## config.mk

```make
export PLATFORM = sky130hd
export DESIGN_NAME = irq_entry_seq
export DESIGN_NICKNAME = d
export VERILOG_FILES = /design/src/rtl/irq_seq_pkg.sv /design/src/rtl/irq_pend_arb.sv /design/src/rtl/irq_seq_ctrl.sv /design/src/rtl/irq_entry_seq.sv
export SDC_FILE = /design/constraint.sdc
export NUM_CORES = 1
export LEC_CHECK = 0
export ABC_CLOCK_PERIOD_IN_PS = 2250
export BUFFER_PORTS_ARGS = -buffer_cell sky130_fd_sc_hd__buf_2
export CELL_PAD_IN_SITES_DETAIL_PLACEMENT = 0
export CELL_PAD_IN_SITES_GLOBAL_PLACEMENT = 1
export CORE_AREA = 2 2 84 86
export CTS_CLUSTER_SIZE = 10
export DETAILED_ROUTE_END_ITERATION = 12
export DIE_AREA = 0 0 86 88
export PLACE_DENSITY = 0.88
export SLEW_MARGIN = 0
export SYNTH_ARGS = -nofsm -noshare
export SYNTH_HDL_FRONTEND = slang
export SYNTH_SLANG_ARGS = --single-unit
```

## constraint.sdc

```tcl
create_clock -name clk -period 2.25 [get_ports clk]
set_clock_uncertainty 0.1 [all_clocks]
set_input_delay 0.45 -clock clk [delete_from_list [all_inputs] [get_ports clk]]
set_output_delay 0.45 -clock clk [all_outputs]
set_load 0.02 [all_outputs]
```

## src/rtl/irq_seq_pkg.sv

```systemverilog
package irq_seq_pkg;

    localparam int PC_W   = 16;
    localparam int BYTE_W = 8;

    typedef enum logic [3:0] {
        ST_RUN,
        ST_PUSH_LO,
        ST_PUSH_GAP,
        ST_PUSH_HI,
        ST_VEC_LOAD,
        ST_POP_HI,
        ST_POP_HI_CAP,
        ST_POP_LO,
        ST_RET_LOAD
    } seq_state_e;

endpackage

```

## src/rtl/irq_pend_arb.sv

```systemverilog
module irq_pend_arb #(
    parameter int NUM_SRC = 4,
    parameter int IW      = 2
) (
    input  logic               clk,
    input  logic               rst_n,
    input  logic [NUM_SRC-1:0] req,
    input  logic               take,
    output logic               any,
    output logic [IW-1:0]      win
);

    logic [NUM_SRC-1:0] pend;
    logic [NUM_SRC-1:0] grant;

    // lowest set bit as a one-hot grant
    always_comb begin
        grant = pend & (~pend + NUM_SRC'(1));
    end

    generate
        for (genvar g = 0; g < NUM_SRC; g++) begin : g_flag
            always_ff @(posedge clk) begin
                if (!rst_n) begin
                    pend[g] <= 1'b0;
                end else if (req[g]) begin
                    pend[g] <= 1'b1;
                end else if (take && grant[g]) begin
                    pend[g] <= 1'b0;
                end
            end
        end
    endgenerate

    always_comb begin
        win = '0;
        for (int i = NUM_SRC - 1; i >= 0; i--) begin
            if (pend[i]) begin
                win = IW'(i);
            end
        end
    end

    assign any = |pend;

endmodule

```

## src/rtl/irq_seq_ctrl.sv

```systemverilog
module irq_seq_ctrl
    import irq_seq_pkg::*;
#(
    parameter int              SP_W    = 8,
    parameter logic [SP_W-1:0] SP_INIT = '1,
    parameter int              IW      = 2
) (
    input  logic              clk,
    input  logic              rst_n,
    input  logic              insn_done,
    input  logic              reti_go,
    input  logic              sei_go,
    input  logic              any_pend,
    input  logic [IW-1:0]     win,
    input  logic [PC_W-1:0]   cur_pc,
    input  logic [BYTE_W-1:0] stk_rdata,
    output logic              take,
    output logic              stk_we,
    output logic              stk_re,
    output logic [SP_W-1:0]   stk_addr,
    output logic [BYTE_W-1:0] stk_wdata,
    output logic [SP_W-1:0]   sp,
    output logic              gie,
    output logic [PC_W-1:0]   next_pc,
    output logic              pc_load,
    output logic              fetch_stall
);

    localparam logic [SP_W-1:0] SP_STEP = SP_W'(1);

    seq_state_e        state, state_nx;
    logic [PC_W-1:0]   ret_pc;
    logic [IW-1:0]     vec_idx;
    logic [BYTE_W-1:0] hi_byte;
    logic [PC_W-1:0]   vec_pc;

    assign take = (state == ST_RUN) && !reti_go && insn_done && gie && any_pend;

    always_comb begin
        vec_pc = (PC_W'(vec_idx) + PC_W'(1)) << 1;
    end

    always_comb begin
        state_nx = state;
        unique case (state)
            ST_RUN: begin
                if (reti_go)   state_nx = ST_POP_HI;
                else if (take) state_nx = ST_PUSH_LO;
            end
            ST_PUSH_LO:    state_nx = ST_PUSH_GAP;
            ST_PUSH_GAP:   state_nx = ST_PUSH_HI;
            ST_PUSH_HI:    state_nx = ST_VEC_LOAD;
            ST_VEC_LOAD:   state_nx = ST_RUN;
            ST_POP_HI:     state_nx = ST_POP_HI_CAP;
            ST_POP_HI_CAP: state_nx = ST_POP_LO;
            ST_POP_LO:     state_nx = ST_RET_LOAD;
            ST_RET_LOAD:   state_nx = ST_RUN;
            default:       state_nx = ST_RUN;
        endcase
    end

    // state register
    always_ff @(posedge clk) begin
        if (!rst_n) state <= ST_RUN;
        else        state <= state_nx;
    end

    // datapath registers
    always_ff @(posedge clk) begin
        if (!rst_n) begin
            sp      <= SP_INIT;
            gie     <= 1'b0;
            ret_pc  <= '0;
            vec_idx <= '0;
            hi_byte <= '0;
        end else begin
            if (take) begin
                ret_pc  <= cur_pc;
                vec_idx <= win;
                gie     <= 1'b0;
            end else if ((state == ST_RUN) && sei_go && !reti_go) begin
                gie <= 1'b1;
            end
            unique case (state)
                ST_PUSH_LO, ST_PUSH_HI: sp <= sp - SP_STEP;
                ST_POP_HI, ST_POP_LO:   sp <= sp + SP_STEP;
                ST_POP_HI_CAP:          hi_byte <= stk_rdata;
                ST_RET_LOAD:            gie <= 1'b1;
                default: ;
            endcase
        end
    end

    // outputs
    always_comb begin
        stk_we      = 1'b0;
        stk_re      = 1'b0;
        stk_addr    = sp;
        stk_wdata   = '0;
        pc_load     = 1'b0;
        next_pc     = '0;
        fetch_stall = (state != ST_RUN);
        unique case (state)
            ST_PUSH_LO: begin
                stk_we    = 1'b1;
                stk_wdata = ret_pc[BYTE_W-1:0];
            end
            ST_PUSH_HI: begin
                stk_we    = 1'b1;
                stk_wdata = ret_pc[PC_W-1:BYTE_W];
            end
            ST_POP_HI, ST_POP_LO: begin
                stk_re   = 1'b1;
                stk_addr = sp + SP_STEP;
            end
            ST_VEC_LOAD: begin
                pc_load = 1'b1;
                next_pc = vec_pc;
            end
            ST_RET_LOAD: begin
                pc_load = 1'b1;
                next_pc = {hi_byte, stk_rdata};
            end
            default: ;
        endcase
    end

endmodule

```

## src/rtl/irq_entry_seq.sv

```systemverilog
module irq_entry_seq #(
    parameter int              NUM_SRC = 4,
    parameter int              SP_W    = 8,
    parameter logic [SP_W-1:0] SP_INIT = '1
) (
    input  logic               clk,
    input  logic               rst_n,
    input  logic [NUM_SRC-1:0] irq_req,
    input  logic               insn_done,
    input  logic               reti_go,
    input  logic               sei_go,
    input  logic [15:0]        cur_pc,
    input  logic [7:0]         stk_rdata,
    output logic               stk_we,
    output logic               stk_re,
    output logic [SP_W-1:0]    stk_addr,
    output logic [7:0]         stk_wdata,
    output logic [SP_W-1:0]    sp,
    output logic               gie,
    output logic [15:0]        next_pc,
    output logic               pc_load,
    output logic               fetch_stall
);

    localparam int IW = (NUM_SRC > 1) ? $clog2(NUM_SRC) : 1;

    logic          take;
    logic          any_pend;
    logic [IW-1:0] win;

    irq_pend_arb #(
        .NUM_SRC (NUM_SRC),
        .IW      (IW)
    ) u_arb (
        .clk   (clk),
        .rst_n (rst_n),
        .req   (irq_req),
        .take  (take),
        .any   (any_pend),
        .win   (win)
    );

    irq_seq_ctrl #(
        .SP_W    (SP_W),
        .SP_INIT (SP_INIT),
        .IW      (IW)
    ) u_ctrl (
        .clk         (clk),
        .rst_n       (rst_n),
        .insn_done   (insn_done),
        .reti_go     (reti_go),
        .sei_go      (sei_go),
        .any_pend    (any_pend),
        .win         (win),
        .cur_pc      (cur_pc),
        .stk_rdata   (stk_rdata),
        .take        (take),
        .stk_we      (stk_we),
        .stk_re      (stk_re),
        .stk_addr    (stk_addr),
        .stk_wdata   (stk_wdata),
        .sp          (sp),
        .gie         (gie),
        .next_pc     (next_pc),
        .pc_load     (pc_load),
        .fetch_stall (fetch_stall)
    );

endmodule

```

==> results.json <==
{
  "outcome": "completed",
  "gp_congestion": 0.867,
  "synth_top_family_by_area": "simple AND/OR/NAND/NOR gates",
  "avgViaCountPerCell": 4.93,
  "num_vias": 2178,
  "numCtsBuffers": 5,
  "start_util_pct": 36.0,
  "synth_area_leaders": "dfxtp_1 (36%), mux2i_1 (10%), nor2b_1 (5.5%)",
  "p_leak_nw": 1.26,
  "fin_ws_ns": 0.0703,
  "peakVddDrop_mv": 0.324,
  "synth_nets": 317,
  "grt_pass1_wl_um": 9300,
  "port_buffers": 77,
  "start_kind": "flip-flop",
  "dieArea_um2": 7570,
  "crit_fanout": 8,
  "synth_top_cell_by_area": "dfxtp_1",
  "dp_hpwl_um": 4090,
  "pre_cts_slack_ns": 0.153,
  "drt-initial-drc-count": 98,
  "cts_buffer_depth": 2,
  "cp-end-kind": "output port",
  "required_ns": 1.70,
  "synth_top_area_share_pct": 36.0,
  "rows": 30,
  "clkLatencyLatePin_ns": 0.29,
  "grt-ovfl-total": 0,
  "fp.coreArea_um2": 6640,
  "async_flop_share_pct": 0,
  "nets": 400,
  "grt_pass1_vias": 2092,
  "power_mw": 2.84,
  "finalSetupViolations": 0,
  "postRouteAntennaNets": 0,
  "synth_cell_types": 51,
  "path_cells": "ha_2 > nand3_2 > nor3_2 > xnor2_1 > buf_2",
  "antenna_found_initial": 0,
  "grt_usage_pct": 15.1,
  "yosys.area_share.simple_pct": 27.7,
  "ios": 78,
  "hold_viol_final": 0,
  "drc": 0,
  "cts_root_buffer": "clkbuf_8",
  "cts_tree": "built",
  "syn_inst": 279,
  "synth_compound_area_share_pct": 13.8,
  "routedWlPerCell_um": 12.7,
  "grt_max_degree": 27,
  "area_delta_synth_final_pct": 27.9,
  "synth_fa_ha_area_share_pct": 2.62,
  "hold_class": "input port to flip-flop",
  "synth.area.mux_share_pct": 10.1,
  "synth-edff-count": 0,
  "cpPeakStageDelay_ns": 0.41,
  "tightestPinTransition_ns": 0.542,
  "finalCritPeriodShare_pct": 96.9,
  "diodes": 0,
  "die_w_um": 86,
  "yosysWarnings": 0,
  "syn_area_um2": 2390,
  "worstPathArrival_ns": 1.63,
  "drt-total-wl_um": 5630,
  "fmax_mhz": 459,
  "crit_slowest_cell": "dfxtp_2",
  "syn_area_per_cell_um2": 8.56,
  "synthXorXnorAreaFrac_pct": 4.03,
  "dieHeight_um": 88,
  "slew_viol_final": 0,
  "clkTransAtPathRegs_ns": 0.08,
  "h-tree-depth": 2,
  "ys_seq_area_share_pct": 36.0,
  "dominantRegCellSynth": "dfxtp_1",
  "drive_above_1_share_pct": 34.0,
  "relSlewSlack_pct": 63.5,
  "cts_hold_buf": 0,
  "dr.pass1.iters": 4,
  "ys_ff_latch": 43,
  "cts.sinks": 43,
  "power_density_nw_per_um2": 929,
  "n_fill_cell": 666,
  "critPathKind": "flip-flop to output port",
  "cap_violations": 0,
  "period_needed_ns": 2.18
}
## layer usage
layer	wire (um)	GRT usage (%)	part of all wire, %	vias up
li1	-	-	-	1118
met1	2670	19.6	47	988
met2	2580	24.8	46	62
met3	313	3.96	5.6	10
met4	72	4.33	1.3	0
met5	0	0	0	-
## synth_stat cells, types with 2 or more instances
| cell type | instances |
|---|---|
| mux2i_1 | 24 |
| clkbuf_1 | 11 |
| xnor2_1 | 9 |
| a31oi_1 | 3 |
| o211ai_1 | 2 |
| nor2b_1 | 21 |
| nor2_1 | 24 |
| nor4_1 | 2 |
| a22oi_1 | 3 |
| nand2b_1 | 3 |
| xor2_1 | 2 |
| ha_1 | 5 |
| dfxtp_1 | 43 |
| nand4_1 | 3 |
| buf_6 | 2 |
| nor3b_1 | 2 |
| or3_1 | 3 |
| and3b_1 | 2 |
| inv_1 | 9 |
| nand2_1 | 28 |
| a21boi_0 | 9 |
| nand3_1 | 3 |
| nand3b_1 | 4 |
| nor3_1 | 7 |
| buf_1 | 2 |
| a21oi_1 | 9 |
| and2_1 | 13 |
| o21ai_0 | 6 |
| o21a_1 | 3 |
## layout by cell type, fill, tap and decap left out, drive strengths merged, types with 4 or more instances in the layout
cell type	Yosys	final
nor2	24	24
inv	11	11
and2	13	13
nor2b	21	21
nand2	28	28
nor3	7	7
o21ai	7	7
nand3b	4	4
a21oi	9	9
mux2i	24	24
a21boi	10	10
buf	6	93
clkbuf	11	6
ha	5	5
xnor2	9	9
dfxtp	43	43
## final timing paths
path | start | endpoint | slack [ns] | cells past startpoint
hold reg to reg | u_ctrl.hi_byte[6] | u_ctrl.hi_byte[6] | 0.36 | 2
setup / recovery | u_ctrl.sp[0] | stk_addr[6] | 0.07 | 5
setup reg to reg | u_ctrl.sp[0] | u_ctrl.sp[6] | 0.24 | 6
hold / removal | irq_req[0] | u_arb.pend[0] | 0.27 | 2
## critical path, delay by kind of cell, from the launching register on
kind                     cells  cell delay [ns]
flip-flops                   1             0.41
adder cells (fa/ha/maj)      1             0.22
AND/OR/NAND/NOR              2             0.39
buffers and inverters        1             0.18
XOR/XNOR                     1             0.14
## sequential cells by signal (all words and copies together) (netlist names)
| name | count |
|---|---|
| u_ctrl.gie | 1 |
| u_ctrl.hi_byte | 8 |
| u_ctrl.vec_idx | 2 |
| u_ctrl.sp | 8 |
| u_arb.pend | 4 |
| u_ctrl.ret_pc | 16 |
| u_ctrl.state | 4 |
## cell type report
type	instances	area (um^2)	area share, %
well taps	80	100	3.28
repair buffers	93	523	17.1
inverters	11	43.8	1.43
multi-input cells	208	1430	46.7
clock inverters	1	5.00	0.164
clock buffers	6	82.6	2.70
flip-flops and latches	43	873	28.6
## repair_timing
| action | in CTS | in global routing |
|---|---|---|
| buffers inserted | 0 | 3 |
| setup endpoints to repair | 21 | 28 |
| hold endpoints to repair | 0 | 0 |
| resized for setup | 6 | 14 |
| pin swaps | 0 | 2 |
## report_power, final
group | switching (mW) | internal, mW | leakage [nW] | total (mW)
registers | 0.137 | 0.863 | 0.350 | 1.00
clock network | 0.266 | 0.241 | 0.0470 | 0.507
logic | 0.770 | 0.560 | 0.868 | 1.33
total | 1.17 | 1.67 | 1.26 | 2.84
## metrics by stage
step,hold WS (ns),area [um^2],instances,utilization (%),TNS (ns)
after floorplan,0.330,2390,279,-,0
after global placement,0.339,2890,432,43.5,0
after detailed placement,0.351,2890,432,43.5,0
after CTS,0.257,2990,439,45.1,0
after global routing,0.277,3050,442,46.0,-0.0154
final,0.267,3050,442,46.0,0
## kinds of logic (layout without fill, tap and decap cells)
kind of cell,after synthesis,count (layout)
compound gates,46,46
xor+xnor,11,11
fa+ha+maj,5,5
buf+inv,28,111
flops,43,43
mux,24,24
simple gates,122,122
(Power assumes the default switching activity.)
